`src/rtl/ring_pkg.sv`:
```
package ring_pkg;
  localparam int unsigned RA_W   = 3;
  localparam int unsigned EIDX_W = 14;

  typedef enum logic [RA_W-1:0] {
    A_IN_SIZE = 3'd0, A_IN_ADD = 3'd1, A_OUT_SIZE = 3'd2, A_OUT_REM = 3'd3,
    A_CFG = 3'd4, A_STAT = 3'd5, A_CMD_RIDX = 3'd6, A_OUT_WIDX = 3'd7
  } reg_addr_e;

  typedef enum logic [1:0] {H_IDLE = 2'd0, H_BUSY = 2'd1, H_DONE = 2'd2} halt_e;

  localparam logic [3:0] ET_RESET   = 4'd7;
  localparam logic [3:0] ET_REM_OVF = 4'd8;
  localparam logic [3:0] ET_ADD_OVF = 4'd9;

  typedef struct packed {
    logic [15:0] tmr_thr;
    logic [7:0]  cnt_thr;
    logic [4:0]  rsvd;
    logic        halt_on_err;
    logic        coal_en;
    logic        irq_mask;
  } cfg_t;

  localparam logic [31:0] CFG_KEEP = 32'hFFFF_FF07;

  function automatic logic [31:0] pack_status(input logic [EIDX_W-1:0] idx,
      input logic [3:0] etype, input logic [1:0] halt, input logic err,
      input logic done);
    return {2'b00, idx, 4'b0000, etype, 4'b0000, halt, err, done};
  endfunction
endpackage

```
`src/rtl/ring_track.sv`:
```
module ring_track #(
  parameter int unsigned SIZE_W     = 10,
  parameter bit          BULK_FILLS = 1'b1
) (
  input  logic              clk,
  input  logic              rst_n,
  input  logic [SIZE_W-1:0] size,
  input  logic              step,
  input  logic              bulk_we,
  input  logic [31:0]       bulk_n,
  input  logic              clear,
  output logic [SIZE_W-1:0] count,
  output logic [SIZE_W-1:0] idx,
  output logic              bulk_ovf
);
  function automatic logic [SIZE_W-1:0] wrap_inc(input logic [SIZE_W-1:0] i,
                                                 input logic [SIZE_W-1:0] sz);
    return (sz == '0 || (i + 1'b1) >= sz) ? '0 : i + 1'b1;
  endfunction

  logic [31:0] head_w, cnt_w;

  generate
    if (BULK_FILLS) begin : g_fill
      assign head_w = 32'(size) - 32'(count);
      always_comb begin
        cnt_w = 32'(count);
        if (bulk_we && !bulk_ovf) cnt_w = cnt_w + bulk_n;
        if (step) cnt_w = cnt_w - 32'd1;
      end
    end else begin : g_drain
      assign head_w = 32'(count);
      always_comb begin
        cnt_w = 32'(count);
        if (bulk_we && !bulk_ovf) cnt_w = cnt_w - bulk_n;
        if (step) cnt_w = cnt_w + 32'd1;
      end
    end
  endgenerate

  assign bulk_ovf = bulk_we && (bulk_n > head_w);

  always_ff @(posedge clk or negedge rst_n) begin
    if (!rst_n) begin
      count <= '0;
      idx   <= '0;
    end else if (clear) begin
      count <= '0;
      idx   <= '0;
    end else begin
      count <= cnt_w[SIZE_W-1:0];
      if (step) idx <= wrap_inc(idx, size);
    end
  end
endmodule

```
`src/rtl/irq_coal.sv`:
```
module irq_coal #(
  parameter int unsigned CNT_W = 8,
  parameter int unsigned TMR_W = 16
) (
  input  logic             clk,
  input  logic             rst_n,
  input  logic             en,
  input  logic [CNT_W-1:0] cnt_thr,
  input  logic [TMR_W-1:0] tmr_thr,
  input  logic             cpl,
  input  logic             clr,
  input  logic             flush,
  output logic             done
);
  logic [CNT_W-1:0] cnt, base, cnt_n;
  logic [TMR_W-1:0] tmr;
  logic fire_cnt, fire_tmr, set;

  assign base     = (clr || flush) ? '0 : cnt;
  assign cnt_n    = (cpl && base != '1) ? base + 1'b1 : base;
  assign fire_cnt = en && cpl && (cnt_n >= cnt_thr);
  assign fire_tmr = en && !clr && !flush && cnt != '0 && !done && (tmr >= tmr_thr);
  assign set      = en ? (fire_cnt || fire_tmr) : cpl;

  always_ff @(posedge clk or negedge rst_n) begin
    if (!rst_n) begin
      cnt  <= '0;
      tmr  <= '0;
      done <= 1'b0;
    end else begin
      cnt  <= cnt_n;
      done <= set || (done && !clr);
      if (clr || flush) tmr <= '0;
      else if (cnt != '0 && !done && tmr != '1) tmr <= tmr + 1'b1;
    end
  end
endmodule

```
`src/rtl/ring_occ_ctrl.sv`:
```
module ring_occ_ctrl
  import ring_pkg::*;
#(
  parameter int unsigned SIZE_W = 10
) (
  input  logic              clk,
  input  logic              rst_n,
  input  logic              reg_we,
  input  logic [RA_W-1:0]   reg_addr,
  input  logic [31:0]       reg_wdata,
  output logic [31:0]       reg_rdata,
  input  logic              consume,
  output logic              fetch_ok,
  input  logic              complete,
  output logic [SIZE_W-1:0] cpl_slot,
  output logic              irq
);
  localparam int unsigned FL_W = SIZE_W + 1;

  cfg_t cfg;
  halt_e halt_st;
  logic [SIZE_W-1:0] in_size, out_size, in_cnt, out_cnt, in_idx, out_idx;
  logic [FL_W-1:0] inflight;
  logic st_done, st_err;
  logic [3:0] st_type;
  logic [EIDX_W-1:0] st_idx;

  // named internal events
  logic we_in_size, we_in_add, we_out_size, we_out_rem, we_cfg, we_stat, we_cmd;
  logic [31:0] w1c;
  logic cons_acc, cpl_acc, in_ovf, out_ovf, halt_fin, rst_req;

  assign we_in_size  = reg_we && reg_addr == A_IN_SIZE;
  assign we_in_add   = reg_we && reg_addr == A_IN_ADD;
  assign we_out_size = reg_we && reg_addr == A_OUT_SIZE;
  assign we_out_rem  = reg_we && reg_addr == A_OUT_REM;
  assign we_cfg      = reg_we && reg_addr == A_CFG;
  assign we_stat     = reg_we && reg_addr == A_STAT;
  assign we_cmd      = reg_we && reg_addr == A_CMD_RIDX;
  assign w1c         = we_stat ? reg_wdata : 32'd0;
  assign rst_req     = we_cmd && reg_wdata[0] && halt_st == H_IDLE;
  assign halt_fin    = halt_st == H_BUSY && inflight == '0;

  assign fetch_ok = in_cnt != '0 && halt_st == H_IDLE && !(st_err && cfg.halt_on_err);
  assign cons_acc = consume && fetch_ok;
  assign cpl_acc  = complete && inflight != '0 && out_cnt < out_size;

  ring_track #(.SIZE_W(SIZE_W), .BULK_FILLS(1'b1)) u_in (
    .clk(clk), .rst_n(rst_n), .size(in_size), .step(cons_acc),
    .bulk_we(we_in_add), .bulk_n(reg_wdata), .clear(halt_fin),
    .count(in_cnt), .idx(in_idx), .bulk_ovf(in_ovf));

  ring_track #(.SIZE_W(SIZE_W), .BULK_FILLS(1'b0)) u_out (
    .clk(clk), .rst_n(rst_n), .size(out_size), .step(cpl_acc),
    .bulk_we(we_out_rem), .bulk_n(reg_wdata), .clear(halt_fin),
    .count(out_cnt), .idx(out_idx), .bulk_ovf(out_ovf));

  irq_coal #(.CNT_W(8), .TMR_W(16)) u_coal (
    .clk(clk), .rst_n(rst_n), .en(cfg.coal_en), .cnt_thr(cfg.cnt_thr),
    .tmr_thr(cfg.tmr_thr), .cpl(cpl_acc), .clr(w1c[0]), .flush(halt_fin),
    .done(st_done));

  always_ff @(posedge clk or negedge rst_n) begin
    if (!rst_n) begin
      in_size  <= '0;
      out_size <= '0;
      cfg      <= '0;
      inflight <= '0;
      halt_st  <= H_IDLE;
      st_err   <= 1'b0;
      st_type  <= '0;
      st_idx   <= '0;
    end else begin
      if (we_in_size)  in_size  <= reg_wdata[SIZE_W-1:0];
      if (we_out_size) out_size <= reg_wdata[SIZE_W-1:0];
      if (we_cfg)      cfg      <= cfg_t'(reg_wdata & CFG_KEEP);

      if (halt_fin) inflight <= '0;
      else inflight <= inflight + FL_W'(cons_acc) - FL_W'(cpl_acc);

      unique case (halt_st)
        H_IDLE:  if (rst_req) halt_st <= H_BUSY;
        H_BUSY:  if (halt_fin) halt_st <= H_DONE;
        H_DONE:  if (w1c[3]) halt_st <= H_IDLE;
        default: halt_st <= H_IDLE;
      endcase

      if (halt_fin) begin
        st_err <= 1'b1; st_type <= ET_RESET; st_idx <= '0;
      end else if (in_ovf) begin
        st_err <= 1'b1; st_type <= ET_ADD_OVF; st_idx <= reg_wdata[EIDX_W-1:0];
      end else if (out_ovf) begin
        st_err <= 1'b1; st_type <= ET_REM_OVF; st_idx <= reg_wdata[EIDX_W-1:0];
      end else if (w1c[1]) begin
        st_err <= 1'b0; st_type <= '0; st_idx <= '0;
      end
    end
  end

  assign cpl_slot = out_idx;
  assign irq      = (st_done || st_err) && !cfg.irq_mask;

  always_comb begin
    case (reg_addr)
      A_IN_SIZE:  reg_rdata = 32'(in_size);
      A_IN_ADD:   reg_rdata = 32'(in_size - in_cnt);
      A_OUT_SIZE: reg_rdata = 32'(out_size);
      A_OUT_REM:  reg_rdata = 32'(out_cnt);
      A_CFG:      reg_rdata = 32'(cfg);
      A_STAT:     reg_rdata = pack_status(st_idx, st_type, halt_st, st_err, st_done);
      A_CMD_RIDX: reg_rdata = 32'(in_idx);
      A_OUT_WIDX: reg_rdata = 32'(out_idx);
      default:    reg_rdata = 32'd0;
    endcase
  end
endmodule

```
`config.mk`:
```
export PLATFORM = sky130hd
export DESIGN_NAME = ring_occ_ctrl
export DESIGN_NICKNAME = d
export VERILOG_FILES = /design/src/rtl/ring_pkg.sv /design/src/rtl/ring_track.sv /design/src/rtl/irq_coal.sv /design/src/rtl/ring_occ_ctrl.sv
export SDC_FILE = /design/constraint.sdc
export NUM_CORES = 1
export LEC_CHECK = 0
export ABC_CLOCK_PERIOD_IN_PS = 6160
export BUFFER_PORTS_ARGS = -buffer_cell sky130_fd_sc_hd__buf_2
export CAP_MARGIN = 15
export CORE_MARGIN = 1
export CORE_UTILIZATION = 24
export DETAILED_ROUTE_END_ITERATION = 10
export PLACE_DENSITY = 0.38
export SLEW_MARGIN = 0
export SYNTH_ARGS = -nofsm -noshare
export SYNTH_HDL_FRONTEND = slang
export SYNTH_SLANG_ARGS = --single-unit
```
`constraint.sdc`:
```
create_clock -name clk -period 6.16 [get_ports clk]
set_input_delay 0 -clock clk [delete_from_list [all_inputs] [get_ports clk]]
set_output_delay 0 -clock clk [all_outputs]
set_load 0.005 [all_outputs]
```
# --- After elaboration in Yosys (flattened, before gate mapping) ---
# Index checks and enable logic that the tools add are counted.
word_totals:
  out_inout_bits: 44
  input_bits: 40
  reg_bits: 144
  word_cells: 145
op_classes:
  add_sub_neg: 11
  n_lt_le_gt_ge: 7
  n_eq_ne: 14
  mux: 36
  n_reduce_logical: 58
ops:
  columns: ["cell", "n"]
  rows:
  - ["$pmux 32 s8", 1]
  - ["$mux 10", 12]
  - ["$mux 14", 4]
  - ["$gt 32x10->1", 1]
  - ["$gt 32x32->1", 1]
  - ["$logic_and 1x1->1", 32]
  - ["$mux 16", 2]
  - ["$add 10x1->10 const B", 3]
  - ["$ge 10x10->1", 2]
  - ["$logic_not 10->1", 2]
  - ["$mux 4", 5]
  - ["$add 16x1->16 const B", 1]
  - ["$ge 16x16->1", 1]
  - ["$mux 8", 2]
  - ["$ne 16x16->1 const B", 1]
  - ["$eq 3x3->1 const B", 4]
  - ["$add 11x1->11", 1]
  - ["$logic_not 11->1", 1]
  - ["$mux 11", 1]
  - ["$reduce_bool 11->1", 1]
  - ["$sub 10x10->11", 1]
  - ["$sub 11x1->11", 1]
  - ["$add 10x10->10", 1]
  - ["$lt 10x10->1", 1]
  - ["23 further kinds", 44]

# --- Longest topological paths before layout ---
logic_depth:
  ltp_word: 13
  mapped_depth: 26
  ltp_nobuf: 25

# --- By module ---
# A second synthesis with hierarchy kept.
unflattened:
  hier_cells: 1333
  area_unflattened_um2: 12197.9
by_module_without_submodules:
  columns: ["mod", "cells_per_inst", "area_per_inst_um2", "seq_area_each_um2", "n_inst"]
  rows:
  - ["ring_occ_ctrl", 490, 4991.0, 1951.9, 1]
  - ["ring_track at u_in", 348, 2985.4, 500.5, 1]
  - ["ring_track at u_out", 275, 2287.2, 500.5, 1]
  - ["irq_coal", 220, 1934.4, 625.6, 1]

# --- Worst setup path before layout ---
# Ideal clock, no wire load.
synth_timing:
  path_kind: "reg-to-reg"
  startpoint: "register in_size[0]"
  endpoint: "register u_in.count[6]"
  t_arrival_ns: 5.217
  synth_period_minus_slack_ns: 5.349
  setup_time_ns: 0.132
  path_stages_with_launch: 27
  required_ns: 6.028
  path_slack_ns: 0.811
  path_buffers: 1
  path_cell_list: "dfrtp_1 -> inv_1 -> ha_1 -> inv_1 -> fa_1 -> a21o_1 -> a21oi_1 -> o21bai_1 -> a21oi_1 -> o21ai_0 -> a21oi_1 -> nor2b_1 -> o21ai_0 -> nand2b_1 -> ha_1 -> a21oi_1 -> nand2_1 -> a221o_1 -> o31ai_1 -> and3_1 -> buf_4 -> mux2i_1 -> ha_1 -> nand2_1 -> nand4b_1 -> xnor2_1 -> nor2_1"
synth_between:
  elab_chain_len: 9
synth_rtl:
  columns: ["element", "line_no", "text"]
  rows:
  - ["from (decl)", "ring_occ_ctrl.sv:22", "logic [SIZE_W-1:0] in_size, out_size, in_cnt, out_cnt, in_idx, out_idx;"]
  - ["from (signal assigned)", "ring_occ_ctrl.sv:74", "if (we_in_size) in_size <= reg_wdata[SIZE_W-1:0];"]
  - ["$sub 10x10->11 *", "ring_track.sv:25", "assign head_w = 32'(size) - 32'(count);"]
  - ["$gt 32x32->1 *", "ring_track.sv:41", "assign bulk_ovf = bulk_we && (bulk_n > head_w);"]
  - ["$logic_and 1x1->1 *", "ring_track.sv:41", null]
  - ["$logic_not 1->1 *", "ring_track.sv:28", "if (bulk_we && !bulk_ovf) cnt_w = cnt_w + bulk_n;"]
  - ["$logic_and 1x1->1 *", "ring_track.sv:28", null]
  - ["$mux 10 *", "ring_track.sv:28", null]
  - ["$sub 10x1->10", "ring_track.sv:29", "if (step) cnt_w = cnt_w - 32'd1;"]
  - ["$mux 10 *", "ring_track.sv:29", null]
  - ["$mux 10 *", "ring_track.sv:47", "end else if (clear) begin"]
  - ["to (signal assigned)", "ring_track.sv:51", "count <= cnt_w[SIZE_W-1:0];"]
  - ["to (decl)", "ring_track.sv:12", "output logic [SIZE_W-1:0] count,"]
# Every way passes the cells marked *; elsewhere a longest branch is shown, timed or not.
# A chain may end at the register's enable or synchronous reset.

# --- Worst setup path after layout ---
layout_timing:
  startpoint: "register in_size[0]"
  endpoint: "register u_in.count[8]"
# Same word-level chain as after synthesis.

==> parameters.txt <==
Parameter                              Value

Synth
  Per-instance average area after synthesis    8.80 um2
  Part of the Yosys area used for sequential elements    31.7%
  Number of synthesis warnings    0
  Net count after synthesis    1,470
  Netlist cell types    80
  Fraction of synthesized cell area taken by the top area cell type    31.7%
  Post-synthesis instance area    0.0113 mm2
  Proportion of synthesized flip-flops having asynchronous set or reset    100%
  Cells after Synth    1,282
  Synth Flop Type    sky130_fd_sc_hd__dfrtp_1
  Flops & latches, synth    143
  Number of synthesized flops with an enable pin    0
  Cell accounting for the most synthesized area    sky130_fd_sc_hd__dfrtp_1
  Synth top area cells    sky130_fd_sc_hd__dfrtp_1 32%, sky130_fd_sc_hd__ha_1 16%, sky130_fd_sc_hd__inv_1 4.0%

Placement
  Number of I/O port buffers    83
  Post-placement cell area    0.0124 mm2
  Sum of net half-perimeters after detailed placement    30,000 um
  Routability cong.    0.813
  Placed cells    1,938

Global route
  Vias in the first global route    9,952
  Largest net degree at the start of global routing    80
  Number of antenna violations at the first check in global routing    2
  Global routing usage summed across all routing layers    17.4%
  Global route overflow    0
  Global-route wire length before repair    62,000 um

Timing
  Total count of hold-check failures in the final report    0
  Shortest period the worst path allows    5.57 ns
  Slew at the pin closest to its max-slew limit    0.916 ns
  Final setup viols    0
  Clock skew after layout    0.0123 ns
  Post-route fraction of the period consumed by the critical path    90.5%
  RSZ-0062 raised after global routing    false
  Fmax    179 MHz
  Pins Over Slew Limit    0
  Slew headroom    38.9%
  Total negative slack    0 ns

Floorplan
  Die X    219 um
  Initial core utilization    24.3%
  Number of top-level pins    84
  Die height    219 um
  Row count    79
  Core Box Area    0.0465 mm2
  Die area    0.0479 mm2

Clock tree
  CTS tree    yes
  Reg clk slew, reported paths    0.07 ns
  Number of clock sinks seen by CTS    143
  Clock tree root driver cell    sky130_fd_sc_hd__clkbuf_16
  Total CTS buffers    17
  Buffer depth of the longest clock path    2
  Number of H-tree levels    4
  Latest clock arrival within the worst-skew pair    0.45 ns

Power
  Worst voltage drop across the vdd grid    0.183 mV
  Overall power consumption    5.79 mW
  Leakage    6.12 nW
  Power Density    435 mW/mm2

Routing
  Via Count    9,788
  Via-per-instance ratio    4.89
  Number of nets still failing antenna checks after routing    0
  Iteration count of the initial detailed-routing pass    5
  Wire length reported by the detailed router    40,200 um
  Number of remaining DRC errors    0
  Per-cell routed wire length    20.1 um
  DR iter-0 viols    514

Flow run
  Max-cap violations    0

Cells and area
  Number of inserted filler cells in the final layout    5,022
  Synthesis-to-layout area growth    17.9%
  Post-layout util    28.6%
  Layout Cells excl Fill    2,002
  Register cell area after layout    0.00358 mm2
  Ant diodes    0
  Share of post-route cells with drive strength above 1    11.9%
  Area used by multi-input combinational logic    0.00707 mm2
  Total Nets Final    1,571
  Total non-filler cell area in the finished layout    0.0133 mm2

Critical path
  Worst setup path class    reg2reg
  Launching point of the worst reg2reg path    in_size[0]$_DFFE_PN0P_
  Critical path required time    6.49 ns
  Crit end category    register
  Data arrival time at the worst-slack endpoint    5.91 ns
  Peak fanout along the critical path    22
  Sort of element at the start of the critical path    register
  CP startpoint    in_size[0]$_DFFE_PN0P_

Min path
  Worst min-delay path class    in2reg
  Min-delay src    reg_wdata[6]

Run status
  Status    complete, no violations
state kept, by name (all words and copies together) (netlist names), 3 cells and up:
register / count
u_out.idx: 10
inflight: 11
u_in.idx: 10
in_size: 10
st_idx: 14
u_out.count: 10
u_coal.tmr: 16
u_coal.cnt: 8
out_size: 10
st_type: 3
cfg: 27
u_in.count: 10
final timing paths:
| check | end | slack, ns | depth (start not counted) |
|---|---|---|---|
| max | u_in.count[8]$_DFF_PN0_ | 0.59 | 26 |
| min | out_size[6]$_DFFE_PN0P_ | 0.02 | 3 |
| max reg2reg | u_in.count[8]$_DFF_PN0_ | 0.59 | 26 |
| min reg2reg | st_type[3]$_DFFE_PN0P_ | 0.50 | 1 |
| max in group asynchronous | u_coal.tmr[12]$_DFFE_PN0P_ | 4.54 | 3 |
| min in group asynchronous | u_in.idx[2]$_DFFE_PN0P_ | 0.18 | 2 |
cell families (layout without fill, tap and decap cells):
logic type | count (synthesis) | after routing | share of synthesized area, %
xor gates and xnor gates | 75 | 75 | 5.82
AOI/OAI and AO/OA | 330 | 330 | 19.3
and+or+nand+nor | 383 | 383 | 16.7
adders and majority gates | 148 | 148 | 16.7
buffers and inverters | 168 | 281 | 5.77
muxes | 35 | 35 | 4.05
DFF | 143 | 143 | 31.7
Yosys cell counts, types with 4 or more instances:
cell type	count
sky130_fd_sc_hd__ha_1	144
sky130_fd_sc_hd__dfrtp_1	143
sky130_fd_sc_hd__inv_1	121
sky130_fd_sc_hd__nand2_1	107
sky130_fd_sc_hd__nor2_1	93
sky130_fd_sc_hd__o21ai_0	89
sky130_fd_sc_hd__a21oi_1	75
sky130_fd_sc_hd__xnor2_1	49
sky130_fd_sc_hd__nand3_1	43
sky130_fd_sc_hd__clkbuf_1	34
sky130_fd_sc_hd__a21o_1	26
sky130_fd_sc_hd__xor2_1	26
sky130_fd_sc_hd__a22o_1	22
sky130_fd_sc_hd__nor3_1	22
sky130_fd_sc_hd__nand4_1	20
sky130_fd_sc_hd__a221o_1	17
sky130_fd_sc_hd__nor4_1	17
sky130_fd_sc_hd__mux2i_1	16
sky130_fd_sc_hd__nand2b_1	14
sky130_fd_sc_hd__or3_1	13
sky130_fd_sc_hd__and3_1	12
sky130_fd_sc_hd__mux2_2	10
sky130_fd_sc_hd__nor2b_1	10
sky130_fd_sc_hd__o21ai_1	10
sky130_fd_sc_hd__a31oi_1	9
sky130_fd_sc_hd__and2_1	9
sky130_fd_sc_hd__o211ai_1	9
sky130_fd_sc_hd__a211oi_1	7
sky130_fd_sc_hd__a22oi_1	7
sky130_fd_sc_hd__mux4_2	7
sky130_fd_sc_hd__o21bai_1	7
sky130_fd_sc_hd__o21a_1	6
sky130_fd_sc_hd__o2111ai_1	5
sky130_fd_sc_hd__buf_1	4
sky130_fd_sc_hd__fa_1	4
sky130_fd_sc_hd__o22ai_1	4
stage by stage:
| step | setup slack [ns] | hold WS, ns |
|---|---|---|
| 3_5_place_dp | 0.451 | 0.153 |
| 5_1_grt | 0.0555 | 0.0243 |
| 3_3_place_gp | 0.673 | 0.143 |
| 4_1_cts | 0.425 | 0.00659 |
| 6_report | 0.587 | 0.0171 |
| 2_1_floorplan | 0.811 | -0.296 |
what timing repair did:
item	in CTS	in global routing
buffers inserted	0	0
hold endpoints to repair	122	0
gates resized for setup	0	1
hold buffers	32	0
setup endpoints to repair	0	14
where the power goes:
group          total [mW]  switching, mW  internal, mW
Clock                1.10          0.444         0.656
Combinational        3.14           1.79          1.35
Sequential           1.55          0.323          1.23
per-layer routing:
metal / up-vias / GRT usage (%) / part of all wire [%] / wire [um]
met5: - / 0 / 0.032 / 13
li1: 4803 / - / - / -
met2: 186 / 27.2 / 45 / 18100
met3: 46 / 3.63 / 4.1 / 1660
met1: 4751 / 24.0 / 48 / 19400
met4: 2 / 5.30 / 2.4 / 973
final cells by class:
| cell class | instances | area share (%) |
|---|---|---|
| multi-input combinational | 971 | 53.2 |
| sequential | 143 | 26.9 |
| inverter | 125 | 3.56 |
| clock inverter | 9 | 0.997 |
| tap | 607 | 5.71 |
| clock buffer | 22 | 3.49 |
| timing repair buffer | 125 | 6.17 |
critical path, stage by stage (launching register included):
cell,delay (ns)
sky130_fd_sc_hd__dfrtp_1,0.41
sky130_fd_sc_hd__inv_1,0.09
sky130_fd_sc_hd__ha_1,0.17
sky130_fd_sc_hd__inv_1,0.05
sky130_fd_sc_hd__fa_1,0.39
sky130_fd_sc_hd__a21o_1,0.17
sky130_fd_sc_hd__a21oi_1,0.22
sky130_fd_sc_hd__o21bai_1,0.09
sky130_fd_sc_hd__a21oi_1,0.21
sky130_fd_sc_hd__o21ai_0,0.11
sky130_fd_sc_hd__a21oi_1,0.27
sky130_fd_sc_hd__nor2b_1,0.08
sky130_fd_sc_hd__o21ai_0,0.15
sky130_fd_sc_hd__nand2b_1,0.07
sky130_fd_sc_hd__buf_4,0.21
sky130_fd_sc_hd__ha_1,0.33
sky130_fd_sc_hd__nand4_1,0.18
sky130_fd_sc_hd__nor2_1,0.07
sky130_fd_sc_hd__a221o_1,0.32
sky130_fd_sc_hd__o31ai_1,0.42
sky130_fd_sc_hd__and3_1,0.37
sky130_fd_sc_hd__mux2i_1,0.30
sky130_fd_sc_hd__ha_1,0.21
sky130_fd_sc_hd__nand2_1,0.10
sky130_fd_sc_hd__nand4b_1,0.22
sky130_fd_sc_hd__xor2_1,0.16
sky130_fd_sc_hd__nor2_1,0.05
cell usage in the layout (no fill, tap or decap), types with 20 or more instances in the layout:
| cell | synthesis | layout |
|---|---|---|
| sky130_fd_sc_hd__nor2_1 | 93 | 91 |
| sky130_fd_sc_hd__a21oi_1 | 75 | 75 |
| sky130_fd_sc_hd__dfrtp_1 | 143 | 143 |
| sky130_fd_sc_hd__nand3_1 | 43 | 43 |
| sky130_fd_sc_hd__xor2_1 | 26 | 26 |
| sky130_fd_sc_hd__inv_1 | 121 | 121 |
| sky130_fd_sc_hd__a22o_1 | 22 | 22 |
| sky130_fd_sc_hd__nand4_1 | 20 | 20 |
| sky130_fd_sc_hd__nand2_1 | 107 | 107 |
| sky130_fd_sc_hd__ha_1 | 144 | 144 |
| sky130_fd_sc_hd__nor3_1 | 22 | 21 |
| sky130_fd_sc_hd__dlygate4sd3_1 | 0 | 32 |
| sky130_fd_sc_hd__buf_2 | 3 | 82 |
| sky130_fd_sc_hd__o21ai_0 | 89 | 89 |
| sky130_fd_sc_hd__a21o_1 | 26 | 26 |
| sky130_fd_sc_hd__xnor2_1 | 49 | 49 |
No activity file was read; power rests on OpenSTA's default activity.
